`src/rtl/usb_ep0_hs.sv`:
```
module usb_ep0_hs (
  input  logic       clk,
  input  logic       rst_n,
  input  logic       tok_valid,
  input  logic [1:0] tok_pid,
  input  logic       rx_byte_valid,
  input  logic [7:0] rx_byte,
  input  logic       rx_done,
  input  logic       rx_data1,
  input  logic       rx_crc_ok,
  input  logic       fw_we,
  input  logic [1:0] fw_addr,
  input  logic [7:0] fw_wdata,
  input  logic [2:0] setup_idx,
  output logic [7:0] setup_byte,
  output logic       resp_valid,
  output logic [1:0] resp_code,
  output logic       irq_setup_tok,
  output logic       irq_setup_data,
  output logic       hold,
  output logic       stall
);
  localparam logic [1:0] PID_SETUP = 2'd1, PID_IN = 2'd2, PID_OUT = 2'd3;
  localparam logic [1:0] R_ACK = 2'd1, R_NAK = 2'd2, R_STALL = 2'd3;

  typedef enum logic [1:0] {S_IDLE, S_SETUP, S_DATA, S_STATUS} stage_t;
  stage_t stage;

  logic [7:0] sbuf [8];
  logic [3:0] bcnt;
  logic       dir_in, has_data, armed;

  assign setup_byte = sbuf[setup_idx];

  wire setup_tok = tok_valid && tok_pid == PID_SETUP;
  wire setup_ok  = stage == S_SETUP && rx_done && rx_crc_ok && !rx_data1 && bcnt == 4'd8;
  wire [1:0] data_pid = dir_in ? PID_IN : PID_OUT;
  wire [1:0] stat_pid = (has_data && dir_in) ? PID_OUT : PID_IN;
  wire data_tok  = tok_valid && stage == S_DATA && tok_pid == data_pid;
  wire stat_tok  = tok_valid && (stage == S_DATA || stage == S_STATUS) && tok_pid == stat_pid;
  wire stall_now = stall && hold;
  wire fw_ctl    = fw_we && fw_addr == 2'd0;
  wire fw_irq    = fw_we && fw_addr == 2'd1;
  wire fw_arm    = fw_we && fw_addr == 2'd2;
  wire new_len   = (sbuf[6] | sbuf[7]) != 8'd0;

  always_ff @(posedge clk) begin
    if (!rst_n) begin
      stage <= S_IDLE;
      bcnt <= '0;
      dir_in <= 1'b0;
      has_data <= 1'b0;
      armed <= 1'b0;
      hold <= 1'b0;
      stall <= 1'b0;
      irq_setup_tok <= 1'b0;
      irq_setup_data <= 1'b0;
      resp_valid <= 1'b0;
      resp_code <= '0;
    end else begin
      resp_valid <= 1'b0;

      if (fw_irq && fw_wdata[0]) irq_setup_tok <= 1'b0;
      if (fw_irq && fw_wdata[1]) irq_setup_data <= 1'b0;
      if (fw_ctl && fw_wdata[0]) hold <= 1'b0;
      if (fw_ctl && fw_wdata[1]) stall <= 1'b1;
      if (fw_arm) armed <= 1'b1;

      if (setup_tok) begin
        stage <= S_SETUP;
        bcnt <= '0;
        stall <= 1'b0;
        armed <= 1'b0;
        irq_setup_tok <= 1'b1;
      end else if (stage == S_SETUP && rx_byte_valid) begin
        if (bcnt < 4'd8) sbuf[bcnt[2:0]] <= rx_byte;
        if (bcnt != 4'd15) bcnt <= bcnt + 4'd1;
      end else if (stage == S_SETUP && rx_done) begin
        bcnt <= '0;
        if (setup_ok) begin
          resp_valid <= 1'b1;
          resp_code <= R_ACK;
          irq_setup_data <= 1'b1;
          hold <= 1'b1;
          armed <= 1'b0;
          dir_in <= sbuf[0][7];
          has_data <= new_len;
          stage <= new_len ? S_DATA : S_STATUS;
        end
      end else if (data_tok) begin
        resp_valid <= 1'b1;
        resp_code <= stall_now ? R_STALL : (armed ? R_ACK : R_NAK);
      end else if (stat_tok) begin
        resp_valid <= 1'b1;
        resp_code <= stall_now ? R_STALL : (hold ? R_NAK : R_ACK);
        stage <= (!stall_now && !hold) ? S_IDLE : S_STATUS;
      end
    end
  end
endmodule


```
`config.mk`:
```
export PLATFORM = sky130hd
export DESIGN_NAME = usb_ep0_hs
export DESIGN_NICKNAME = d
export VERILOG_FILES = /design/src/rtl/usb_ep0_hs.sv
export SDC_FILE = /design/constraint.sdc
export NUM_CORES = 1
export LEC_CHECK = 0
export ABC_AREA = 1
export BUFFER_PORTS_ARGS = -buffer_cell sky130_fd_sc_hd__buf_2
export CORE_ASPECT_RATIO = 0.6
export CORE_MARGIN = 4
export CORE_UTILIZATION = 35
export CTS_CLUSTER_DIAMETER = 200
export DETAILED_ROUTE_END_ITERATION = 6
export SKIP_LAST_GASP = 1
export SLEW_MARGIN = 20
export SYNTH_ARGS = -nofsm -noshare
export SYNTH_HDL_FRONTEND = slang
export SYNTH_SLANG_ARGS = --single-unit
```
`constraint.sdc`:
```
create_clock -name clk -period 3.17 [get_ports clk]
set_clock_uncertainty 0.05 [all_clocks]
set_input_delay 0.317 -clock clk [delete_from_list [all_inputs] [get_ports clk]]
set_output_delay 0.317 -clock clk [all_outputs]
set_load 0.02 [all_outputs]
```
==> flow_metrics.tcl, run 1 <==
set metrics [dict create \
    post_cts_resize_count 0 \
    postCtsSetupBuffers 0 \
    dr.pass1.iters 4 \
    dp_slack_ns 1.02 \
    start_util 0.370 \
    wl_per_cell_um 15.1 \
    fillCellCount 891 \
    synthFlopType "edfxtp_1" \
    grt_pass1_vias 2354 \
    post-route-util 0.441 \
    period_share 0.658 \
    antenna_found_initial 0 \
    antenna_violating_nets_post_route 0 \
    synth_seq_cells 80 \
    status "finished clean" \
    cts.hold.buffers_added 0 \
    coreArea_um2 9460 \
    worstPathCellList "buf_2, buf_4, o21ai_0, o21ai_0, a21oi_1, a31oi_1, buf_2" \
    reg2reg_slack_ns 1.18 \
    ys_seq_area_frac 0.640 \
    drv_slew 0 \
    hold_path.class "primary input to register" \
    tightest_slew_ns 0.784 \
    cp-startpoint "setup_idx[0]" \
    synth_nets 377 \
    p_per_area_nw_per_um2 544 \
    post_drt_via_cell_ratio 4.79 \
    syn_inst 344 \
    path_max_fanout 18 \
    clock-root-buffer "clkbuf_16" \
    clk_latency_ns 0.33 \
    track_usage 0.143 \
    netlist_area_um2 3500 \
    critical-path-max-stage-delay_ns 0.30 \
    synthTopCellsByArea "edfxtp_1 55%, dfxtp_1 9.1%, nor2_1 6.7%" \
    place_congestion 0.869 \
    drt_iter0_markers 221 \
    cts_buffers 9 \
    synthTopCellsByCount "64 x edfxtp_1, 63 x nor2_1, 52 x nand2_1, 39 x o21ai_0, 19 x inv_1" \
    drv_cap 0 \
    port_buffers 39 \
    drive_gt1_frac 0.220 \
    synth_mux_area_frac 0 \
    via_count 2541 \
    synth-edff-count 64 \
    tns_ns 0 \
    fp-row-count 27 \
    cts_sinks 80 \
    grt_start_max_net_pins 21 \
    min_period_ns 2.08 \
    synth_fa_ha_area_frac 0.00714 \
    rsz0062_at_grt "no" \
    synth_top_cell_by_area "edfxtp_1" \
    grt_pass1_wl_um 12600 \
    ir_drop_mv 0.306 \
    slew_headroom 0.475 \
    n_antenna_cell 0 \
    end_kind "output pin" \
    path_class "primary input to output pin" \
    htree_levels 3 \
    slowest_stage "buf_2" \
    setup_viol 0 \
    power.total_mw 2.27 \
    synth_top_area_frac 0.549 \
    r2r-start "stage[0]$_SDFFE_PN0P_" \
    overflow 0 \
    cp.arrival_ns 1.72 \
    hp-start "rx_byte[4]" \
    fin_nets 428 \
    synth_most_common_cell "edfxtp_1" \
    p_leak_nw 1.60 \
    cts_tree "yes" \
    synthArstFlopShare 0 \
    chipHeight_um 85.5 \
    worstSetupStartpointType "primary input" \
    max_freq_mhz 480 \
    postSynthAreaPerCell_um2 10.2 \
    path_clk_slew_ns 0.06 \
    post-dp-hpwl_um 5480 \
    required_ns 2.80 \
    synth_top_family_by_area "simple AND/OR/NAND/NOR gates" \
    synth_xor_area_frac 0 \
    die_width_um 137 \
    ctsLongestPathBuffers 2 \
    hold_violations 0 \
    route.detailed.drc 0 \
    wl_um 8020 \
    dieArea_um2 11700 \
    area_delta_synth_final_pct 19.1 \
    yosysWarnings 0 \
    io_pins 46 \
    hold_ws_ns 0.208 \
    finalWorstSetupSlack_ns 1.09 \
    synth_compound_area_frac 0.112 \
    post_synth_num_cell_types 33 \
    synthSimpleGateAreaFrac 0.197 \
]
final cells by class:
| cell class | count | area (µm²) | area share |
|---|---|---|---|
| multi-input cells | 228 | 1110 | 0.265 |
| inverters | 27 | 103 | 0.0246 |
| well taps | 130 | 163 | 0.0390 |
| flip-flops and latches | 80 | 2240 | 0.537 |
| clock buffers | 14 | 275 | 0.0660 |
| repair buffers | 49 | 270 | 0.0648 |
| clock inverters | 2 | 12.5 | 0.00300 |
sequential cells by signal, summed over array words and instances, names as in the netlist:
register and flops:
hold 1, bcnt 4, irq_setup_tok 1, resp_valid 1, stage 2, dir_in 1
armed 1, irq_setup_data 1, stall 1, resp_code 2, sbuf 64, has_data 1
worst paths after layout:
kind                                                  end  cells past startpoint
worst max-delay path                        setup_byte[2]                      7
worst max register to register       sbuf[6][1]$_DFFE_PP_                      4
worst min register to register  resp_code[0]$_SDFFE_PN0P_                      2
worst min-delay path                 sbuf[5][4]$_DFFE_PP_                      1
power by group:
part / total, mW / internal (mW) / switching [mW]
Sequential: 1.14 / 1.14 / 0.00316
Combinational: 0.143 / 0.0449 / 0.0981
Clock: 0.987 / 0.599 / 0.388
Total: 2.27 / 1.78 / 0.490
layout by cell type, fill, tap and decap left out, drive strengths merged, types with 2 or more instances in the layout:
cell / synthesis / routed
a31oi: 7 / 7
edfxtp: 64 / 64
inv: 26 / 26
dfxtp: 16 / 16
clkinv: 1 / 2
nand3: 21 / 21
o22ai: 2 / 2
clkbuf: 1 / 14
o21ai: 42 / 42
nand2: 59 / 59
nor3: 7 / 7
ha: 2 / 2
nor2: 66 / 66
buf: 8 / 49
a21oi: 18 / 18
metal layers:
metal | GRT usage | vias up | routed length [µm]
met4 | 0.0399 | 0 | 63
li1 | - | 1295 | -
met5 | 0 | - | 0
met3 | 0.0510 | 7 | 566
met2 | 0.186 | 74 | 3330
met1 | 0.218 | 1165 | 4060
through the flow:
step	instance area, µm²	std cells
2_1_floorplan	3500	344
3_3_place_gp	3880	514
3_5_place_dp	3880	514
4_1_cts	4170	530
5_1_grt	4170	530
6_report	4170	530
critical path, delay by kind of cell:
family | cells | cell delay [ns]
AOI/OAI and AO/OA | 4 | 0.59
buffers and inverters | 3 | 0.80
cells by family after synthesis:
logic type                 after synthesis
AOI/OAI and AO/OA                       71
buffers and inverters                   36
and+or+nand+nor                        155
DFF                                     80
adders and majority gates                2
No activity file was read; power rests on OpenSTA's default activity.
==> inputs of run 2 (changes only) <==
clock period = 1.72 ns   (was 3.17 ns; I/O delays follow)
==> flow_metrics.tcl, run 2 (synthesis gave the netlist of run 1 again) <==
set metrics [dict create \
    status "finished clean" \
    antenna_violating_nets_post_route 0 \
    fin_nets 435 \
    grt_pass1_wl_um 13200 \
    p_leak_nw 1.65 \
    critical-path-max-stage-delay_ns 0.34 \
    cts_buffers 9 \
    slowest_stage "dfxtp_1" \
    io_pins 46 \
    largest_register_ffs 64 \
    hold_violations 0 \
    path_max_fanout 8 \
    chipHeight_um 85.5 \
    required_ns 1.70 \
    cts_sinks 80 \
    period_share 0.957 \
    crit_family "simple AND/OR/NAND/NOR gates" \
    ir_drop_mv 0.522 \
    fin_area_um2 4280 \
    dr.pass1.iters 5 \
    track_usage 0.150 \
    clock-root-buffer "clkbuf_16" \
    worstSetupStartpointType "register" \
    port_buffers 39 \
    path_buf_inv 2 \
    mostFrequentLayoutCell "edfxtp_1" \
    grt_start_max_net_pins 33 \
    n_antenna_cell 0 \
    p_comb_frac 0.066 \
    hold_path.class "primary input to register" \
    die_width_um 137 \
    p_clk_frac 0.435 \
    cp.arrival_ns 1.63 \
    grt_pass1_vias 2489 \
    hold_ws_ns 0.0638 \
    min_period_ns 1.65 \
    drv_slew 0 \
    ctsLongestPathBuffers 2 \
    worstPathCellList "inv_2, nand3_2, nor3_4, nand2_2, nor3_1, buf_4" \
    placed_cell_area_um2 3940 \
    p_per_area_nw_per_um2 983 \
    p_sw_mw 0.908 \
    drive_gt1_frac 0.253 \
    dp_slack_ns 0.0224 \
    dieArea_um2 11700 \
    clk_latency_ns 0.33 \
    fillCellCount 912 \
    tightest_slew_ns 0.418 \
    seq_power_share 0.499 \
    area_delta_synth_final_pct 22.2 \
    wl_per_cell_um 15.3 \
    end_kind "register" \
    final_cell_mix "64 x edfxtp_1, 63 x nor2_1, 50 x nand2_1" \
    setup_viol 0 \
    max_freq_mhz 608 \
    route.detailed.drc 0 \
    post-dp-hpwl_um 5740 \
    fp-row-count 27 \
    path_clk_slew_ns 0.06 \
    power.total_mw 4.21 \
    overflow 0 \
    htree_levels 3 \
    wl_um 8230 \
    post_drt_via_cell_ratio 4.79 \
    p_int_mw 3.30 \
    multi_input_area_um2 1140 \
    drt_iter0_markers 197 \
    post-route-util 0.453 \
    place_congestion 0.819 \
    rsz0062_at_grt "yes" \
    slew_headroom 0.721 \
    path_class "register to register" \
    finalWorstSetupSlack_ns 0.0743 \
    antenna_found_initial 0 \
    cts_tree "yes" \
    regArea_um2 2240 \
    coreArea_um2 9460 \
    via_count 2574 \
    drv_cap 0 \
    start_util 0.370 \
    swShare 0.216 \
]
==> run 2: worst reg2reg max path: stages, from the launching register on <==
cell and delay, ns:
dfxtp_1 0.34, inv_2 0.08, nand3_2 0.12, nor3_4 0.22, nand2_2 0.13, nor3_1 0.17, buf_4 0.24
==> run 2: area by class of cell <==
class	count	area share
inverters	27	0.0240
repair buffers	56	0.0807
clock inverters	6	0.0140
multi-input cells	228	0.266
flip-flops and latches	80	0.524
well taps	130	0.0380
clock buffers	10	0.0535
==> run 2: final timing paths <==
path / startpoint / to / slack (ns) / cells after the start
worst max-delay path: stage[1]$_SDFFE_PP0P_ / sbuf[4][0]$_DFFE_PP_ / 0.07 / 6
worst min register to register: resp_code[0]$_SDFFE_PN0P_ / resp_code[0]$_SDFFE_PN0P_ / 0.42 / 2
worst min-delay path: rx_byte[4] / sbuf[4][4]$_DFFE_PP_ / 0.06 / 1
worst max register to register: stage[1]$_SDFFE_PP0P_ / sbuf[4][0]$_DFFE_PP_ / 0.07 / 6
==> run 2: layer usage <==
metal / wire (µm) / up-vias / GRT usage
met1: 4140 / 1188 / 0.225
met4: 47 / 0 / 0.0553
li1: - / 1308 / -
met5: 0 / - / 0
met2: 3460 / 76 / 0.201
met3: 572 / 2 / 0.0445
==> run 2: timing repair <==
action / in CTS / in global routing
resized for setup: 1 / 14
hold buffers: 0 / 0
setup buffers: 0 / 1
endpoints found under the setup margin: 3 / 51
pin swaps: 0 / 1
==> run 2: power by group through the flow <==
| stage | Sequential (mW) | Clock [mW] | Combinational, mW |
|---|---|---|---|
| 2_1_floorplan | 2.14 | 0 | 0.146 |
| 3_3_place_gp | 2.14 | 0 | 0.272 |
| 3_5_place_dp | 2.14 | 0 | 0.276 |
| 4_1_cts | 2.10 | 1.88 | 0.277 |
| 5_1_grt | 2.10 | 1.98 | 0.314 |
| 6_report | 2.10 | 1.83 | 0.278 |
==> run 2: per-stage QoR <==
step	TNS, ns	std cells
2_1_floorplan	-4.21	344
3_3_place_gp	0	520
3_5_place_dp	0	520
4_1_cts	0	536
5_1_grt	-0.0874	537
6_report	0	537
